## config.mk

```make
export PLATFORM = sky130hd
export DESIGN_NAME = dpll_loop_filter
export DESIGN_NICKNAME = d
export VERILOG_FILES = /design/src/rtl/lf_pkg.sv /design/src/rtl/lf_shift_sel.sv /design/src/rtl/lf_integrator.sv /design/src/rtl/lf_hold_store.sv /design/src/rtl/dpll_loop_filter.sv
export SDC_FILE = /design/constraint.sdc
export NUM_CORES = 1
export LEC_CHECK = 0
export BUFFER_PORTS_ARGS = -buffer_cell sky130_fd_sc_hd__buf_2
export CAP_MARGIN = 20
export CORE_ASPECT_RATIO = 0.6
export CORE_MARGIN = 4
export CORE_UTILIZATION = 50
export DETAILED_ROUTE_END_ITERATION = 7
export PLACE_DENSITY = 0.68
export SLEW_MARGIN = 20
export SYNTH_ARGS = -nofsm -noshare
export SYNTH_HDL_FRONTEND = slang
export SYNTH_SLANG_ARGS = --single-unit
export TNS_END_PERCENT = 30
```

## constraint.sdc

```tcl
create_clock -name clk_i -period 11.85 [get_ports clk_i]
set_clock_uncertainty 0.15 [all_clocks]
set_input_delay 0.5925 -clock clk_i [delete_from_list [all_inputs] [get_ports clk_i]]
set_output_delay 0.5925 -clock clk_i [all_outputs]
set_load 0.05 [all_outputs]
```

## src/rtl/lf_pkg.sv

```systemverilog
package lf_pkg;

    typedef enum logic {
        BW_NARROW = 1'b0,
        BW_WIDE   = 1'b1
    } bw_sel_e;

    typedef logic signed [63:0] wide_t;

    typedef struct packed {
        logic    step;
        logic    freeze;
        bw_sel_e bw;
    } lf_ctrl_t;

    // Clamp a wide signed value into the range of a w-bit signed word.
    function automatic wide_t clamp_signed(wide_t v, int unsigned w);
        wide_t hi;
        wide_t lo;
        hi = (wide_t'(1) <<< (w - 1)) - wide_t'(1);
        lo = -hi - wide_t'(1);
        if (v > hi)      return hi;
        else if (v < lo) return lo;
        else             return v;
    endfunction

endpackage

```

## src/rtl/lf_shift_sel.sv

```systemverilog
module lf_shift_sel
    import lf_pkg::*;
#(
    parameter int NARROW_SHIFT = 10,
    parameter int WIDE_SHIFT   = 1,
    parameter int SH_W         = 6
) (
    input  bw_sel_e         bw_i,
    output logic [SH_W-1:0] shift_o
);
    generate
        if (NARROW_SHIFT == WIDE_SHIFT) begin : g_single
            assign shift_o = SH_W'(NARROW_SHIFT);
        end else begin : g_pair
            assign shift_o = (bw_i == BW_WIDE) ? SH_W'(WIDE_SHIFT) : SH_W'(NARROW_SHIFT);
        end
    endgenerate
endmodule

```

## src/rtl/lf_integrator.sv

```systemverilog
module lf_integrator
    import lf_pkg::*;
#(
    parameter int ERR_W = 16,
    parameter int ACC_W = 24,
    parameter int GAIN  = 512,
    parameter int SH_W  = 6
) (
    input  logic                    clk_i,
    input  logic                    rst_i,
    input  logic                    en_i,
    input  logic [SH_W-1:0]         shift_i,
    input  logic signed [ERR_W-1:0] err_i,
    output logic signed [ACC_W-1:0] y_o
);
    typedef logic signed [ACC_W-1:0] acc_t;

    acc_t  y_q;
    wide_t target;
    wide_t gap;
    wide_t moved;
    acc_t  y_d;

    always_comb begin
        target = wide_t'(err_i) * wide_t'(GAIN);
        gap    = target - wide_t'(y_q);
        moved  = clamp_signed(wide_t'(y_q) + (gap >>> shift_i), ACC_W);
        y_d    = acc_t'(moved);
    end

    always_ff @(posedge clk_i) begin
        if (rst_i)     y_q <= '0;
        else if (en_i) y_q <= y_d;
    end

    assign y_o = y_q;
endmodule

```

## src/rtl/lf_hold_store.sv

```systemverilog
module lf_hold_store
    import lf_pkg::*;
#(
    parameter int ACC_W      = 24,
    parameter int HOLD_SHIFT = 6
) (
    input  logic                    clk_i,
    input  logic                    rst_i,
    input  logic                    en_i,
    input  logic signed [ACC_W-1:0] y_i,
    output logic signed [ACC_W-1:0] h_o
);
    typedef logic signed [ACC_W-1:0] acc_t;

    acc_t  h_q;
    wide_t gap;
    acc_t  h_d;

    always_comb begin
        gap = wide_t'(y_i) - wide_t'(h_q);
        // The step never overshoots y_i, so the result stays in range.
        h_d = acc_t'(wide_t'(h_q) + (gap >>> HOLD_SHIFT));
    end

    always_ff @(posedge clk_i) begin
        if (rst_i)     h_q <= '0;
        else if (en_i) h_q <= h_d;
    end

    assign h_o = h_q;
endmodule

```

## src/rtl/dpll_loop_filter.sv

```systemverilog
module dpll_loop_filter
    import lf_pkg::*;
#(
    parameter int ERR_W        = 16,
    parameter int ACC_W        = 24,
    parameter int GAIN         = 512,
    parameter int NARROW_SHIFT = 10,
    parameter int WIDE_SHIFT   = 1,
    parameter int HOLD_SHIFT   = 6
) (
    input  logic                    clk_i,
    input  logic                    rst_i,
    input  logic                    upd_i,
    input  logic                    bw_sel_i,
    input  logic                    hold_i,
    input  logic signed [ERR_W-1:0] err_i,
    output logic signed [ACC_W-1:0] freq_o
);
    localparam int SH_W = 6;

    lf_ctrl_t                ctrl;
    logic                    advance;
    logic [SH_W-1:0]         shift;
    logic signed [ACC_W-1:0] integ_q;
    logic signed [ACC_W-1:0] store_q;

    assign ctrl    = '{step: upd_i, freeze: hold_i, bw: bw_sel_e'(bw_sel_i)};
    assign advance = ctrl.step && !ctrl.freeze;

    lf_shift_sel #(
        .NARROW_SHIFT(NARROW_SHIFT),
        .WIDE_SHIFT  (WIDE_SHIFT),
        .SH_W        (SH_W)
    ) u_shift (
        .bw_i   (ctrl.bw),
        .shift_o(shift)
    );

    lf_integrator #(
        .ERR_W(ERR_W),
        .ACC_W(ACC_W),
        .GAIN (GAIN),
        .SH_W (SH_W)
    ) u_integ (
        .clk_i  (clk_i),
        .rst_i  (rst_i),
        .en_i   (advance),
        .shift_i(shift),
        .err_i  (err_i),
        .y_o    (integ_q)
    );

    lf_hold_store #(
        .ACC_W     (ACC_W),
        .HOLD_SHIFT(HOLD_SHIFT)
    ) u_store (
        .clk_i(clk_i),
        .rst_i(rst_i),
        .en_i (advance),
        .y_i  (integ_q),
        .h_o  (store_q)
    );

    assign freq_o = ctrl.freeze ? store_q : integ_q;
endmodule

```

# == Word level (Yosys, flattened, before mapping) ==
# Cells that the tools add are included.
# word_totals
register_bits,48
inputBits,21
wordCells,15
# classes
addsub,4
order_cmp,2
shifts,1
n_mux,4
n_reduce_logical,2
# ops
cell,n
24-bit 2-to-1 mux,3
24-bit by 64-bit adder with 64-bit output,1
"64-bit by 24-bit > comparator with 1-bit output, second input constant",1
"64-bit by 24-bit less-than comparator with 1-bit output, second input constant",1
64-bit by 4-bit >>> shifter with 64-bit output,1
25-bit by 24-bit subtractor with 26-bit output,1
24-bit by 24-bit subtractor with 25-bit output,1
24-bit by 19-bit adder with 24-bit output,1
4-bit 2-to-1 mux,1
1-bit logical AND,1
1-bit zero test,1

# == Depth between registers and ports, before layout ==
# logic_depth
ltp_word,6
ltp_mapped,30
mapped_depth_nobuf,28

# == By module ==
# A second synthesis with hierarchy kept.
# hier_totals
cells_unflattened,1171
area_unflattened_um2,8805.9
# by_module_without_submodules
mod,instances,cells_per_inst,area_per_inst_um2
lf_integrator,1,754,5348.9
lf_hold_store,1,382,3012.9
dpll_loop_filter,1,28,399.1
lf_shift_sel,1,7,45.0

# == Worst setup path after synthesis ==
# Ideal clock, no wire load.
# synth_path
path_kind,input to register
start,in err_i[0]
end,reg u_integ.y_q[20] (netlist: u_integ.y_o[20])
arrival_time_ns,6.143
path_slack_ns,5.461
cell_stages,26
path_cell_list,ha_1 nor4b_1 a311oi_1 o21ai_0 a31o_2 a2111oi_0 o31ai_1 xnor2_1 o21ai_0 ha_1 clkbuf_1 a21oi_1 o22ai_1 nor2_1 o31ai_2 a2111o_1 and3_4 o21a_1 o21a_1 nor2_1 fa_1 nor4b_1 nand4_1 nor4_4 a31oi_4 o41ai_2
# synth_between
elab_chain_len,6
elab_cells_between_ends,7
cone_classes,add/sub (2); order compare (2); shift (1); mux (2)
# synth_rtl
element,line_no,text
start: declaration,dpll_loop_filter.sv:16,"input logic signed [ERR_W-1:0] err_i,"
25-bit by 24-bit subtractor with 26-bit output *,lf_integrator.sv:26,gap = target - wide_t'(y_q);
64-bit by 4-bit >>> shifter with 64-bit output *,lf_integrator.sv:27,"moved = clamp_signed(wide_t'(y_q) + (gap >>> shift_i), ACC_W);"
24-bit by 64-bit adder with 64-bit output *,lf_integrator.sv:27,
64-bit by 24-bit less-than comparator with 1-bit output,lf_pkg.sv:23,else if (v < lo) return lo;
24-bit 2-to-1 mux,lf_pkg.sv:23,
24-bit 2-to-1 mux *,lf_pkg.sv:22,if (v > hi) return hi;
end signal: assignment,lf_integrator.sv:33,else if (en_i) y_q <= y_d;
end: declaration,lf_integrator.sv:18,acc_t y_q;
# Mark *: on every way between the ends. The rest lies on a longest branch, timed or not.
# A chain may end at the register's enable or synchronous reset.

# == Worst setup path in the final report ==
# layout_path
start,reg u_integ.y_q[9] (netlist: u_integ.y_o[9])
end,reg u_integ.y_q[7] (netlist: u_integ.y_o[7])
# layout_between
elab_chain_len,6
elab_cells_between_ends,7
cone_classes,add/sub (2); order compare (2); shift (1); mux (2)
# layout_rtl
element,line_no
25-bit by 24-bit subtractor with 26-bit output,lf_integrator.sv:26
64-bit by 4-bit >>> shifter with 64-bit output,lf_integrator.sv:27
24-bit by 64-bit adder with 64-bit output *,lf_integrator.sv:27
64-bit by 24-bit less-than comparator with 1-bit output,lf_pkg.sv:23
24-bit 2-to-1 mux,lf_pkg.sv:23
24-bit 2-to-1 mux *,lf_pkg.sv:22
# Marked as above.

==> qor.csv <==
stage;metric;value;unit
clocking;cts bufs inserted;5;
global_routing;number of global-route vias before repair;6151;
logic_synthesis;top-count cell post-synth;nand2_1;
clocking;CTS clk-pin slew, worst paths;0.07;ns
logic_synthesis;post-synth cell types;70;
critical_path;CP Data Required Time;11.85;ns
outcome;run status;completed;
routing;DRT Pass-1 Iters;5;
clocking;Max clock buf depth;2;
logic_synthesis;sequential area share after synthesis;0.1404;
place;DP Wirelength;14850;µm
cells_and_area;area grow syn2layout;7.968;%
global_routing;initial antenna violation count;0;
sta;Tmin final;7.944;ns
place;GPL Wtd Cong;0.8959;
clocking;CTS tree;done;
routing;via count;6818;
critical_path;R2R cell count;26;
critical_path;r2r setup slk;3.91;ns
logic_synthesis;Main synth FF type;dfxtp_1;
logic_synthesis;Mapped Area;0.006847;mm²
die;Die H;98.64;µm
logic_synthesis;Avg Cell Area, Syn;7.386;µm²
sta;post-route clock period utilization;0.6704;
hold_path;hold endpoint;u_store.h_o[21];
cells_and_area;Nets;1067;
logic_synthesis;commonest cells in the netlist;nand2_1 (105), ha_1 (90), nor2_1 (86), a21oi_1 (70), inv_1 (65);
routing;WL per Instance;16.91;µm
sta;Slew Viols, Final;0;
sta;Slew HR;0.3151;
routing;vias per cell;6.098;
clocking;clk root buf;clkbuf_16;
hold_path;HP Start;u_store.h_o[21];
routing;routed wire length;18900;µm
clocking;H-tree depth;2;
global_routing;global-route wire length before repair;31350;µm
clocking;setup bufs post-CTS;0;
die;IO Pins;45;
sta;setup total negative slack;0;ns
global_routing;Total GRT Usage;0.2373;
routing;drt drc;0;
clocking;PostCTS Resize Cnt;0;
die;die width;159.1;µm
critical_path;RR Endpoint;u_integ.y_o[7];
die;Row Count;32;
sta;Final Hold Fails;0;
clocking;sinks on the clock net;48;
logic_synthesis;Synth Net Count;1047;
logic_synthesis;Post-Synthesis Cells;927;
run;max-capacitance violation count;0;
logic_synthesis;ys async rst share;0;
critical_path;kind of critical path;flip-flop to flip-flop;
logic_synthesis;EDFF count, synth;0;
hold_path;hold path depth;2;
routing;starting DRC count in detailed routing;674;
die;Die Area;0.01569;mm²
logic_synthesis;area leader, netlist;ha_1;
critical_path;reg-to-reg critical path startpoint;u_integ.y_o[9];
sta;fmax;125.9;MHz
cells_and_area;layout cells sized above 1;0.09283;
logic_synthesis;Synthesis Warnings;0;
critical_path;Setup crit start kind;flip-flop;
place;IO Port Bufs;44;
sta;worst slew pin tran;1.027;ns
routing;post-route ant nets;0;
critical_path;crit path capture type;flip-flop;
cells_and_area;Fillers;1284;
die;Initial Util;0.5213;
global_routing;GRT overflow;0;
cells_and_area;ant diodes;0;
logic_synthesis;ranking of synthesized cells by area;ha_1 (16%), dfxtp_1 (14%), nand2_1 (5.8%);
die;core area;0.01313;mm²
clocking;cts hold-fix bufs;0;
sta;RSZ-0062 raised after global routing;false;
critical_path;Crit path arrival time;7.94;ns
logic_synthesis;post-synthesis register bit count;48;
clocking;clk_lat worst skew;0.30;ns
global_routing;largest net degree at the start of global routing;55;
critical_path;worst-path fanout max;22;
hold_path;Min-Delay Path Class;flip-flop to flip-flop;
sta;Final setup viols;0;
logic_synthesis;top-area cell type share of the netlist area;0.1645;
[critical path, stage by stage, from the launching register on]
cell and delay, ns:
dfxtp_1 0.40, inv_1 0.11, ha_1 0.31, nor4b_1 0.52, a311oi_1 0.23, o21ai_0 0.34, a31o_2 0.26, a2111oi_0 0.11
o31ai_1 0.32, xnor2_1 0.21, o21ai_0 0.12, ha_1 0.42, nand3_1 0.13, nor2_1 0.16, nand2_1 0.08, o31ai_1 0.54
a41oi_1 0.35, o21bai_1 0.39, o21ai_0 0.21, nand2_1 0.13, fa_1 0.42, nand4b_1 0.19, nor4_1 0.26, o2111a_1 0.27
o221ai_2 0.12, o21ai_2 0.81, o22ai_1 0.21
[cells in the final DEF (no fill, tap or decap), drive strengths merged, types with 7 or more instances in the layout]
| cell type | n |
|---|---|
| nand2 | 105 |
| ha | 90 |
| nor2 | 86 |
| a21oi | 71 |
| inv | 65 |
| o21ai | 62 |
| dfxtp | 48 |
| buf | 47 |
| xnor2 | 39 |
| xor2 | 27 |
| a21o | 23 |
| or3 | 22 |
| o32ai | 21 |
| nand3 | 16 |
| nor3 | 14 |
| nor2b | 14 |
| a31oi | 14 |
| o21a | 12 |
| nand2b | 11 |
| mux2 | 11 |
| o31ai | 11 |
| o21bai | 10 |
| fa | 9 |
| and3 | 9 |
| o211ai | 8 |
| a211oi | 8 |
| nand4 | 7 |
[state kept, by name, summed over array words and instances, names as in the netlist]
| signal | flops |
|---|---|
| u_store.h_o | 24 |
| u_integ.y_o | 24 |
[per-stage QoR]
step	utilization	cells	cell area (µm²)	worst slack, ns	hold WS, ns
CTS	0.5629	1118	7392	4.094	0.3539
global placement	0.5465	1110	7177	4.226	0.3349
detailed placement	0.5465	1110	7177	3.954	0.3442
finish	0.5629	1118	7392	3.906	0.3521
global route	0.5629	1118	7392	3.271	0.3718
floorplan	-	927	6847	5.461	0.3087
[logic make-up (layout without fill, tap and decap cells)]
| logic type | count (synthesis) | count (layout) | share of synthesized area |
|---|---|---|---|
| AND/OR/NAND/NOR | 313 | 313 | 0.2200 |
| AO/OA/AOI/OAI | 288 | 288 | 0.2869 |
| multiplexers | 14 | 14 | 0.02248 |
| flip-flops | 48 | 48 | 0.1404 |
| adder cells (fa/ha/maj) | 99 | 99 | 0.1908 |
| buffers and inverters | 99 | 120 | 0.05501 |
| XOR/XNOR | 66 | 66 | 0.08443 |
[worst max-delay path by stage]
| stage | from | to | slack (ns) | cells past startpoint |
|---|---|---|---|---|
| floorplan | err_i[0] | u_integ.y_o[20] | 5.46 | 26 |
| global placement | err_i[0] | u_integ.y_o[7] | 4.23 | 26 |
| detailed placement | err_i[0] | u_integ.y_o[7] | 3.95 | 26 |
| CTS | u_integ.y_o[9] | u_integ.y_o[7] | 4.09 | 26 |
| global route | u_integ.y_o[9] | u_integ.y_o[4] | 3.27 | 26 |
| finish | u_integ.y_o[9] | u_integ.y_o[7] | 3.91 | 26 |
[metal layers]
layer	part of all wire	track usage	vias to the layer above
met3	0.063	0.03594	15
met5	0	0	-
li1	-	-	3458
met1	0.52	0.3670	3125
met4	0.0092	0.03267	0
met2	0.40	0.3539	220
[area by class of cell]
type                       count  area (µm²)  share of cell area
multi-input combinational    780        5517              0.7463
sequential                    48       960.9              0.1300
inverter                      65       244.0             0.03301
timing repair buffer          47       242.7             0.03284
tap                          170       212.7             0.02877
clock buffer                   5       125.1             0.01693
clock inverter                 3       90.09             0.01219
Power is left out: the tool's default activity adds up to more than one toggle a clock period on the data nets, which glitch-free logic cannot reach.
